**config.mk**
```make
export PLATFORM = sky130hd
export DESIGN_NAME = adc_turbo_rd
export DESIGN_NICKNAME = d
export VERILOG_FILES = /design/src/rtl/adc_rd_pkg.sv /design/src/rtl/adc_rd_pace.sv /design/src/rtl/adc_rd_sclk.sv /design/src/rtl/adc_rd_deser.sv /design/src/rtl/adc_turbo_rd.sv
export SDC_FILE = /design/constraint.sdc
export NUM_CORES = 1
export LEC_CHECK = 0
export ABC_AREA = 1
export BUFFER_PORTS_ARGS = -buffer_cell sky130_fd_sc_hd__buf_2
export CAP_MARGIN = 20
export CORE_UTILIZATION = 35
export DETAILED_ROUTE_END_ITERATION = 6
export HOLD_SLACK_MARGIN = 0.05
export PLACE_DENSITY = 0.58
export SLEW_MARGIN = 20
export SYNTH_ARGS = -nofsm -noshare
export SYNTH_HDL_FRONTEND = slang
export SYNTH_SLANG_ARGS = --single-unit
```
**constraint.sdc**
```tcl
create_clock -name clk -period 6.3 [get_ports clk]
set_input_delay 0.63 -clock clk [delete_from_list [all_inputs] [get_ports clk]]
set_output_delay 0.63 -clock clk [all_outputs]
set_load 0.01 [all_outputs]
```
**src/rtl/adc_rd_pkg.sv**
```systemverilog
package adc_rd_pkg;

   typedef enum logic [1:0] {
      ST_IDLE   = 2'd0,
      ST_CONV   = 2'd1,
      ST_READ   = 2'd2,
      ST_QUIET2 = 2'd3
   } rd_state_t;

endpackage

```
**src/rtl/adc_rd_pace.sv**
```systemverilog
module adc_rd_pace #(
   parameter int TW = 16
) (
   input  logic          clk,
   input  logic          rst_n,
   input  logic          en,
   input  logic [TW-1:0] period,
   output logic          tick
);

   localparam logic [TW-1:0] ONE = {{(TW-1){1'b0}}, 1'b1};

   logic [TW-1:0] cnt;
   logic [TW-1:0] per_eff;

   initial begin : prm_chk
      if (TW < 2) $fatal(1, "adc_rd_pace: TW must be at least 2");
   end

   assign per_eff = (period == '0) ? ONE : period;
   assign tick    = en && (cnt == '0);

   always_ff @(posedge clk or negedge rst_n) begin
      if (!rst_n) begin
         cnt <= '0;
      end else if (!en) begin
         cnt <= '0;
      end else if (cnt >= per_eff - ONE) begin
         cnt <= '0;
      end else begin
         cnt <= cnt + ONE;
      end
   end

endmodule

```
**src/rtl/adc_rd_sclk.sv**
```systemverilog
module adc_rd_sclk #(
   parameter int NBITS = 18,
   parameter int DIV_W = 8
) (
   input  logic             clk,
   input  logic             rst_n,
   input  logic             run,
   input  logic [DIV_W-1:0] div,
   output logic             sclk,
   output logic             fall,
   output logic             last
);

   localparam int NF_W = $clog2(NBITS + 1);
   localparam logic [NF_W-1:0] NF_LAST = NF_W'(NBITS - 1);

   logic [DIV_W-1:0] hc;
   logic [NF_W-1:0]  nfall;
   logic             sclk_q;

   initial begin : prm_chk
      if (NBITS < 2)  $fatal(1, "adc_rd_sclk: NBITS must be at least 2");
      if (DIV_W < 1)  $fatal(1, "adc_rd_sclk: DIV_W must be at least 1");
   end

   assign sclk = sclk_q;
   assign fall = run && (hc == div) && sclk_q;
   assign last = fall && (nfall == NF_LAST);

   always_ff @(posedge clk or negedge rst_n) begin
      if (!rst_n) begin
         hc     <= '0;
         sclk_q <= 1'b0;
         nfall  <= '0;
      end else if (!run) begin
         hc     <= '0;
         sclk_q <= 1'b0;
         nfall  <= '0;
      end else if (hc == div) begin
         hc     <= '0;
         sclk_q <= ~sclk_q;
         if (sclk_q) nfall <= nfall + 1'b1;
      end else begin
         hc <= hc + 1'b1;
      end
   end


   fall_count_chk: assert property (@(posedge clk) disable iff (!rst_n)
      run |-> (nfall <= NF_LAST))
      else $error("serial clock falling-edge count exceeded frame length");

endmodule

```
**src/rtl/adc_rd_deser.sv**
```systemverilog
module adc_rd_deser #(
   parameter int NBITS     = 18,
   parameter bit LSB_FIRST = 1'b0
) (
   input  logic             clk,
   input  logic             rst_n,
   input  logic             cap,
   input  logic             last,
   input  logic             sdo,
   output logic [NBITS-1:0] word,
   output logic             vld
);

   logic [NBITS-1:0] sh;
   logic [NBITS-1:0] nxt;

   generate
      if (LSB_FIRST) begin : g_lsb
         assign nxt = {sdo, sh[NBITS-1:1]};
      end else begin : g_msb
         assign nxt = {sh[NBITS-2:0], sdo};
      end
   endgenerate

   always_ff @(posedge clk or negedge rst_n) begin
      if (!rst_n) begin
         sh   <= '0;
         word <= '0;
         vld  <= 1'b0;
      end else begin
         vld <= last;
         if (cap) sh <= nxt;
         if (last) word <= nxt;
      end
   end


   vld_pulse_chk: assert property (@(posedge clk) disable iff (!rst_n)
      vld |=> !vld)
      else $error("valid strobe held longer than one cycle");

endmodule

```
**src/rtl/adc_turbo_rd.sv**
```systemverilog
module adc_turbo_rd
   import adc_rd_pkg::*;
#(
   parameter int NBITS     = 18,
   parameter int TW        = 16,
   parameter int DIV_W     = 8,
   parameter bit LSB_FIRST = 1'b0
) (
   input  logic             clk,
   input  logic             rst_n,
   input  logic             conv_en,
   input  logic [TW-1:0]    conv_period,
   input  logic [TW-1:0]    quiet1_cyc,
   input  logic [TW-1:0]    quiet2_cyc,
   input  logic [DIV_W-1:0] sclk_div,
   output logic             adc_cnv,
   output logic             adc_sclk,
   input  logic             adc_sdo,
   output logic [NBITS-1:0] rd_data,
   output logic             rd_valid
);

   localparam logic [TW-1:0] ONE = {{(TW-1){1'b0}}, 1'b1};

   rd_state_t     st;
   logic [TW-1:0] cnt;
   logic [TW-1:0] q1e;
   logic [TW-1:0] q2e;
   logic          tick;
   logic          pend;
   logic          start;
   logic          sck_fall;
   logic          sck_last;

   initial begin : prm_chk
      if (NBITS < 2) $fatal(1, "adc_turbo_rd: NBITS must be at least 2");
      if (TW < 2)    $fatal(1, "adc_turbo_rd: TW must be at least 2");
   end

   assign q1e   = (quiet1_cyc == '0) ? ONE : quiet1_cyc;
   assign q2e   = (quiet2_cyc == '0) ? ONE : quiet2_cyc;
   assign start = (st == ST_IDLE) && conv_en && (pend || tick);

   adc_rd_pace #(.TW(TW)) u_pace (
      .clk    (clk),
      .rst_n  (rst_n),
      .en     (conv_en),
      .period (conv_period),
      .tick   (tick)
   );

   adc_rd_sclk #(.NBITS(NBITS), .DIV_W(DIV_W)) u_sclk (
      .clk   (clk),
      .rst_n (rst_n),
      .run   (st == ST_READ),
      .div   (sclk_div),
      .sclk  (adc_sclk),
      .fall  (sck_fall),
      .last  (sck_last)
   );

   adc_rd_deser #(.NBITS(NBITS), .LSB_FIRST(LSB_FIRST)) u_deser (
      .clk   (clk),
      .rst_n (rst_n),
      .cap   (sck_fall),
      .last  (sck_last),
      .sdo   (adc_sdo),
      .word  (rd_data),
      .vld   (rd_valid)
   );

   // A period tick that lands while a frame is busy is held here.
   always_ff @(posedge clk or negedge rst_n) begin
      if (!rst_n)          pend <= 1'b0;
      else if (!conv_en)   pend <= 1'b0;
      else if (start)      pend <= 1'b0;
      else if (tick)       pend <= 1'b1;
   end

   always_ff @(posedge clk or negedge rst_n) begin
      if (!rst_n) begin
         st      <= ST_IDLE;
         cnt     <= '0;
         adc_cnv <= 1'b0;
      end else begin
         case (st)
            ST_IDLE: begin
               if (start) begin
                  st      <= ST_CONV;
                  cnt     <= '0;
                  adc_cnv <= 1'b1;
               end
            end
            ST_CONV: begin
               if (cnt >= q1e - ONE) begin
                  st      <= ST_READ;
                  adc_cnv <= 1'b0;
               end else begin
                  cnt <= cnt + ONE;
               end
            end
            ST_READ: begin
               if (sck_last) begin
                  st  <= ST_QUIET2;
                  cnt <= '0;
               end
            end
            default: begin
               if (cnt >= q2e - ONE) st <= ST_IDLE;
               else                  cnt <= cnt + ONE;
            end
         endcase
      end
   end

   // Window counters used only by the checks below.
   logic [TW:0] hi_len;
   logic [TW:0] gap_len;

   always_ff @(posedge clk or negedge rst_n) begin
      if (!rst_n) begin
         hi_len  <= '0;
         gap_len <= '1;
      end else begin
         hi_len <= adc_cnv ? hi_len + 1'b1 : '0;
         if (sck_fall)              gap_len <= '0;
         else if (gap_len != '1)    gap_len <= gap_len + 1'b1;
      end
   end


   cnv_quiet1_chk: assert property (@(posedge clk) disable iff (!rst_n)
      $fell(adc_cnv) |-> (hi_len >= {1'b0, q1e}))
      else $error("convert dropped before first quiet window");


   cnv_quiet2_chk: assert property (@(posedge clk) disable iff (!rst_n)
      $rose(adc_cnv) |-> (gap_len >= {1'b0, q2e}))
      else $error("convert raised inside second quiet window");


   sclk_idle_chk: assert property (@(posedge clk) disable iff (!rst_n)
      adc_cnv |-> !adc_sclk)
      else $error("serial clock active while convert high");


   vld_after_read_chk: assert property (@(posedge clk) disable iff (!rst_n)
      rd_valid |-> (st == ST_QUIET2))
      else $error("valid strobe outside end of read");

endmodule

```
## After elaboration in Yosys (flattened, before gate mapping)

Cells that the tools add are included.

| word-level totals | value |
|---|---|
| register bits after elaboration | 86 |
| bits of input ports | 60 |
| output and inout port bits | 21 |
| word-level logic and storage cells | 80 |

| operators by class | value |
|---|---|
| $add $sub $neg | 7 |
| $lt $le $gt $ge | 3 |
| equality and inequality tests | 12 |
| mux-type cells | 28 |
| bitwise gates (word level) | 1 |
| reductions and logical operators | 18 |

Operators by type and width:

| operator | number |
|---|---|
| 16-bit 2-to-1 mux | 9 |
| 16-bit logical NOT | 4 |
| 16-bit greater-or-equal comparator | 3 |
| 16-bit one-hot mux with 3 select lines | 1 |
| 16-bit by 1-bit subtractor with 16-bit output (second input constant) | 3 |
| 16-bit by 1-bit adder with 16-bit output (second input constant) | 2 |
| 8-bit 2-to-1 mux | 2 |
| 5-bit 2-to-1 mux | 3 |
| 2-bit != test (second input constant) | 5 |
| 8-bit by 1-bit adder with 8-bit output (second input constant) | 1 |
| 8-bit equality test | 1 |
| 2-bit 2-to-1 mux | 4 |
| 4-bit AND reduction | 2 |
| 1-bit 2-to-1 mux | 7 |
| 1-bit logical AND | 6 |
| 2-bit one-hot mux with 3 select lines | 1 |
| 5-bit by 1-bit adder with 5-bit output (second input constant) | 1 |
| 5-bit equality test (second input constant) | 1 |
| 4-bit by 2-bit != test with 1-bit output (second input constant) | 1 |
| 4-bit nonzero test | 1 |
| 3-bit by 1-bit != test with 1-bit output (second input constant) | 1 |
| 3-bit AND reduction | 1 |
| 2-bit by 1-bit equality test with 1-bit output (second input constant) | 1 |
| 2-bit equality test (second input constant) | 1 |
| other kinds (7) | 7 |

## Depth between registers and ports, before layout

| logic depth | value |
|---|---|
| word-level depth | 6 |
| gate-level depth with buffers | 25 |
| depth with buffers taken out | 24 |

## Modules after synthesis

A second synthesis with hierarchy kept.

| unflattened totals | value |
|---|---|
| cell total of the unflattened synthesis | 978 |
| area, all modules | 6966.7 um^2 |

Modules (own cells, without submodules):

| module | instances | cells an instance | area an instance (um^2) | seq. area each (um^2) |
|---|---|---|---|---|
| adc_turbo_rd | 1 | 421 | 2812.7 | 500.5 |
| adc_rd_pace | 1 | 259 | 1746.7 | 400.4 |
| adc_rd_deser | 1 | 149 | 1391.3 | 900.9 |
| adc_rd_sclk | 1 | 149 | 1016.0 | 350.3 |

## Least setup slack after synthesis

OpenSTA, ideal clock, no wires.

| timing path | value |
|---|---|
| path kind | input-to-reg |
| start | input quiet1_cyc[8] |
| end | register cnt[6] |
| library setup time | 0.065 ns |
| arrival | 3.366 ns |
| required time | 6.235 ns |
| setup slack | 2.869 ns |
| stages | 23 |
| path buffers | 1 |
| cells stage by stage | nor2_1 nand2_1 nor2_1 nand3_1 nand2_1 inv_1 ha_1 nand3_1 nor2_1 nand3_1 nor3_1 xor2_1 inv_1 ha_1 nand2_1 nor3_1 nand2_1 nand3_1 nand2_1 nand2_1 clkbuf_1 o21bai_1 nand2_1 |

| on the way | value |
|---|---|
| word-level cells in the longest chain between the ends | 6 |

RTL lines:

| element | RTL line | RTL |
|---|---|---|
| start: declaration | adc_turbo_rd.sv:13 | `input logic [TW-1:0] quiet1_cyc,` |
| 16-bit logical NOT | adc_turbo_rd.sv:40 | `assign q1e = (quiet1_cyc == '0) ? ONE : quiet1_cyc;` |
| 16-bit 2-to-1 mux (*) | adc_turbo_rd.sv:40 |  |
| 16-bit by 1-bit subtractor with 16-bit output (*) | adc_turbo_rd.sv:95 | `if (cnt >= q1e - ONE) begin` |
| 16-bit greater-or-equal comparator (*) | adc_turbo_rd.sv:95 |  |
| 2-bit != test (no line) (*) | -- |  |
| 4-bit AND reduction (no line) (*) | -- |  |
| end signal: assignment | adc_turbo_rd.sv:99 | `cnt <= cnt + ONE;` |
| end signal: assignment | adc_turbo_rd.sv:110 | `else cnt <= cnt + ONE;` |
| end: declaration | adc_turbo_rd.sv:26 | `logic [TW-1:0] cnt;` |

Every way passes the cells marked *; elsewhere a longest branch is shown, timed or not.
A chain may end at the register's enable or synchronous reset.

## Worst setup path in the final report

| timing path | value |
|---|---|
| start | input quiet1_cyc[12] |
| end | register cnt[15] |

The elaborated chain is that of the path after synthesis.

==> results.ini <==
[setup_path]
cpMaxStageDelayCell = nor2_4
crit_chain = buf_2, inv_1, nand2_1, nor3_1, nand3_1, nand2_1, inv_1, ha_1, nand3_1, nor2_1, nand3_1, nor3_1, xor2_1, inv_1, ha_1, nand2_1, nor2_1, a21oi_1, nand3_1, nand2_1, nand2_1, nor2_4, nand2_1, nand2_1
cp_data_arrival_time_ps = 4240
path_buf_inv = 4
critPathMaxStageDelay_ps = 490
cp-start-kind = input pin
cp_max_fo = 17
cpLargestDelayFamily = simple AND/OR/NAND/NOR gates
worstSetupPathType = in -> reg
crit_path_frequent_cell = nand2_1
required_ps = 6590
end_kind = register

[hold_path]
worst_hold_path_type = in -> async

[sta]
timing.slew.headroom_pct = 53.7
finalCritPeriodShare_pct = 62.7
layout_min_cycle_time_ps = 3950
fmax_mhz = 253
rsz0062_at_grt = no
worst_slack_ps = 2350
fin_skew_ps = 5.75
maxSlewViolCount = 0
tightest_slew_ps = 692
final-setup-viol-count = 0
finalHoldViolations = 0
tns_ps = 0
hold-worst-slack_ps = 238

[placement]
gp_congestion = 0.827
dp_hpwl_microns = 10900
dp_slack_ps = 2010
port_buffers = 80

[power]
leakage_uw = 0.00375
p_per_area_nw_per_um2 = 204
ir_drop_mv = 0.127

[yosys]
async_reset_ff_share_pct = 100
synth_top_cell_area_share_pct = 33.3
ys.flop_type = dfrtp_1
synth_simple_gate_area_share_pct = 29.1
synth_compound_area_share_pct = 9.82
yosysTopAreaCell = dfrtp_1
synth.avg_cell_area_sq_um = 7.37
syn_area_sq_um = 6460
yosysWarnings = 0
yosys-top-cells-count = 215 x nand2_1, 114 x inv_1, 97 x nor2_1, 86 x dfrtp_1, 60 x ha_1
ys_seq_elements = 86
synthTopCellsByArea = dfrtp_1 33%, nand2_1 12%, ha_1 12%
synth_cell_type_count = 35
seq_area_frac_synth_pct = 33.3
synth_top_family_by_area = simple AND/OR/NAND/NOR gates
synthesis.nets = 996
synth_cells = 876
synth-xor-area-share_pct = 7.87
synth_edf_count = 0
yosys.area_share.adder_pct = 11.6
synth_most_common_cell = nand2_1
synthMuxAreaShare_pct = 0

[route]
ant_nets = 0
wl_per_cell_microns = 12.1
wl_microns = 14300
avgViaCountPerCell = 4.71
dr_total_vias = 5593
drt_drc_violations_left = 0
drtIter0Drc = 280
first_pass_iters = 4

[grt]
grt_overflow = 0
grtUsageTotal_pct = 16.1
gr-usage-met2_pct = 25.4
antenna_found_initial = 0
grt_pass1_wl_microns = 24000
use_met3_pct = 3.57
busiest_layer = met2
first_global_vias = 5090
met1_usage_pct = 22.2
grt_max_degree = 51

[finish]
n_fill_cell = 1941
multiInputGateArea_sq_um = 3770
area_delta_synth_final_pct = 13.8
fin_nets = 1073
antennaDiodeCount = 0
regArea_sq_um = 2150
drive_above_1_share_pct = 13.7

[floorplan]
fp.dieW_microns = 138
ioPinCount = 81
dieHeight_microns = 138
core_area_sq_um = 18000
num_rows = 49
initial_core_util_pct = 35.8
dieArea_sq_um = 19000

[clock_network]
ctsLongestPathBuffers = 2
htree_levels = 3
tritoncts = built
numCtsBuffers = 9
cts_resized = 0
cts_setup_buffers = 0
clock_sinks = 86
clkTransAtPathRegs_ps = 70
clk_latency_ps = 340
cts_root_buf = clkbuf_16
postCtsHoldBufs = 0

[status]
outcome = complete, no violations

[flow_run]
max_cap_violations = 0

-- cells by family (layout without fill, tap and decap cells) --
family / count (synthesis) / after routing
AND/OR/NAND/NOR: 437 / 437
buffers and inverters: 133 / 215
AO/OA/AOI/OAI: 102 / 102
flip-flops: 86 / 86
adder cells (fa/ha/maj): 60 / 60
XOR/XNOR: 58 / 58
-- final cells by class --
class	instances	share of cell area, %
clock inverter	6	0.630
inverter	117	5.97
timing repair buffer	82	5.69
sequential	86	29.3
multi-input combinational	657	51.3
clock buffer	10	3.25
tap	229	3.90
-- flip-flops by register name, indices dropped and copies added, names as in the netlist --
signal,cells
u_sclk.nfall,5
u_sclk.sclk,1
u_deser.sh,17
u_deser.word,18
u_deser.vld,1
adc_cnv,1
u_pace.cnt,16
st,2
cnt,16
pend,1
u_sclk.hc,8
-- layer usage --
layer	routed length (microns)	share of wire, %
met5	0	0
met4	114	0.80
met3	585	4.1
met2	6410	45
met1	7220	50
-- worst register-to-register path: stages (launching register included) --
cell and delay, ps:
dfrtp_1 600, ha_1 330, a21oi_1 140, nor2_1 50, nor2_1 80, nand2_1 60, nand2_1 70, nand3_1 60
nand2_1 110, nand2_1 380, nor2_4 490, nand2_1 100, nand2_1 90
-- where the power goes --
group	internal, uW	switching (uW)	total [uW]	leakage, uW
registers	577	27.9	605	0.00119
clock network	280	232	512	0.000135
logic	124	260	384	0.00243
total	981	519	1500	0.00375
-- per-stage QoR --
step / power [uW] / std cells / util [%] / instance area, sq um
finish: 1500 / 1187 / 40.8 / 7350
global route: 1600 / 1187 / 40.8 / 7350
CTS: 1530 / 1187 / 40.8 / 7350
detailed placement: 1000 / 1171 / 39.2 / 7070
global placement: 1000 / 1171 / 39.2 / 7070
floorplan: 883 / 876 / - / 6460
-- worst paths after layout --
kind                                        from               end  slack, ps  cells past startpoint
worst max-delay path              quiet1_cyc[12]           cnt[15]       2350                     24
min in group clk                u_deser.word[17]  u_deser.word[17]        470                      2
worst max register to register            cnt[5]           cnt[15]       3680                     12
max in group asynchronous                  rst_n       u_sclk.sclk       5030                      2
worst min register to register  u_deser.word[17]  u_deser.word[17]        470                      2
worst min-delay path                       rst_n      u_sclk.hc[5]        240                      1
-- layout by cell type, fill, tap and decap left out, drive strengths merged --
cell,count
a21o,1
a21oi,26
and3,1
buf,82
clkbuf,10
clkinv,3
clkinvlp,2
dfrtp,86
ha,60
inv,118
nand2,218
nand3,55
nand3b,1
nand4,15
nor2,100
nor3,37
nor3b,3
nor4,3
o211ai,2
o21ai,53
o21bai,17
o22ai,1
o31ai,2
or2,4
xnor2,22
xor2,36
Note: power is estimated with default switching activity, not from simulation.
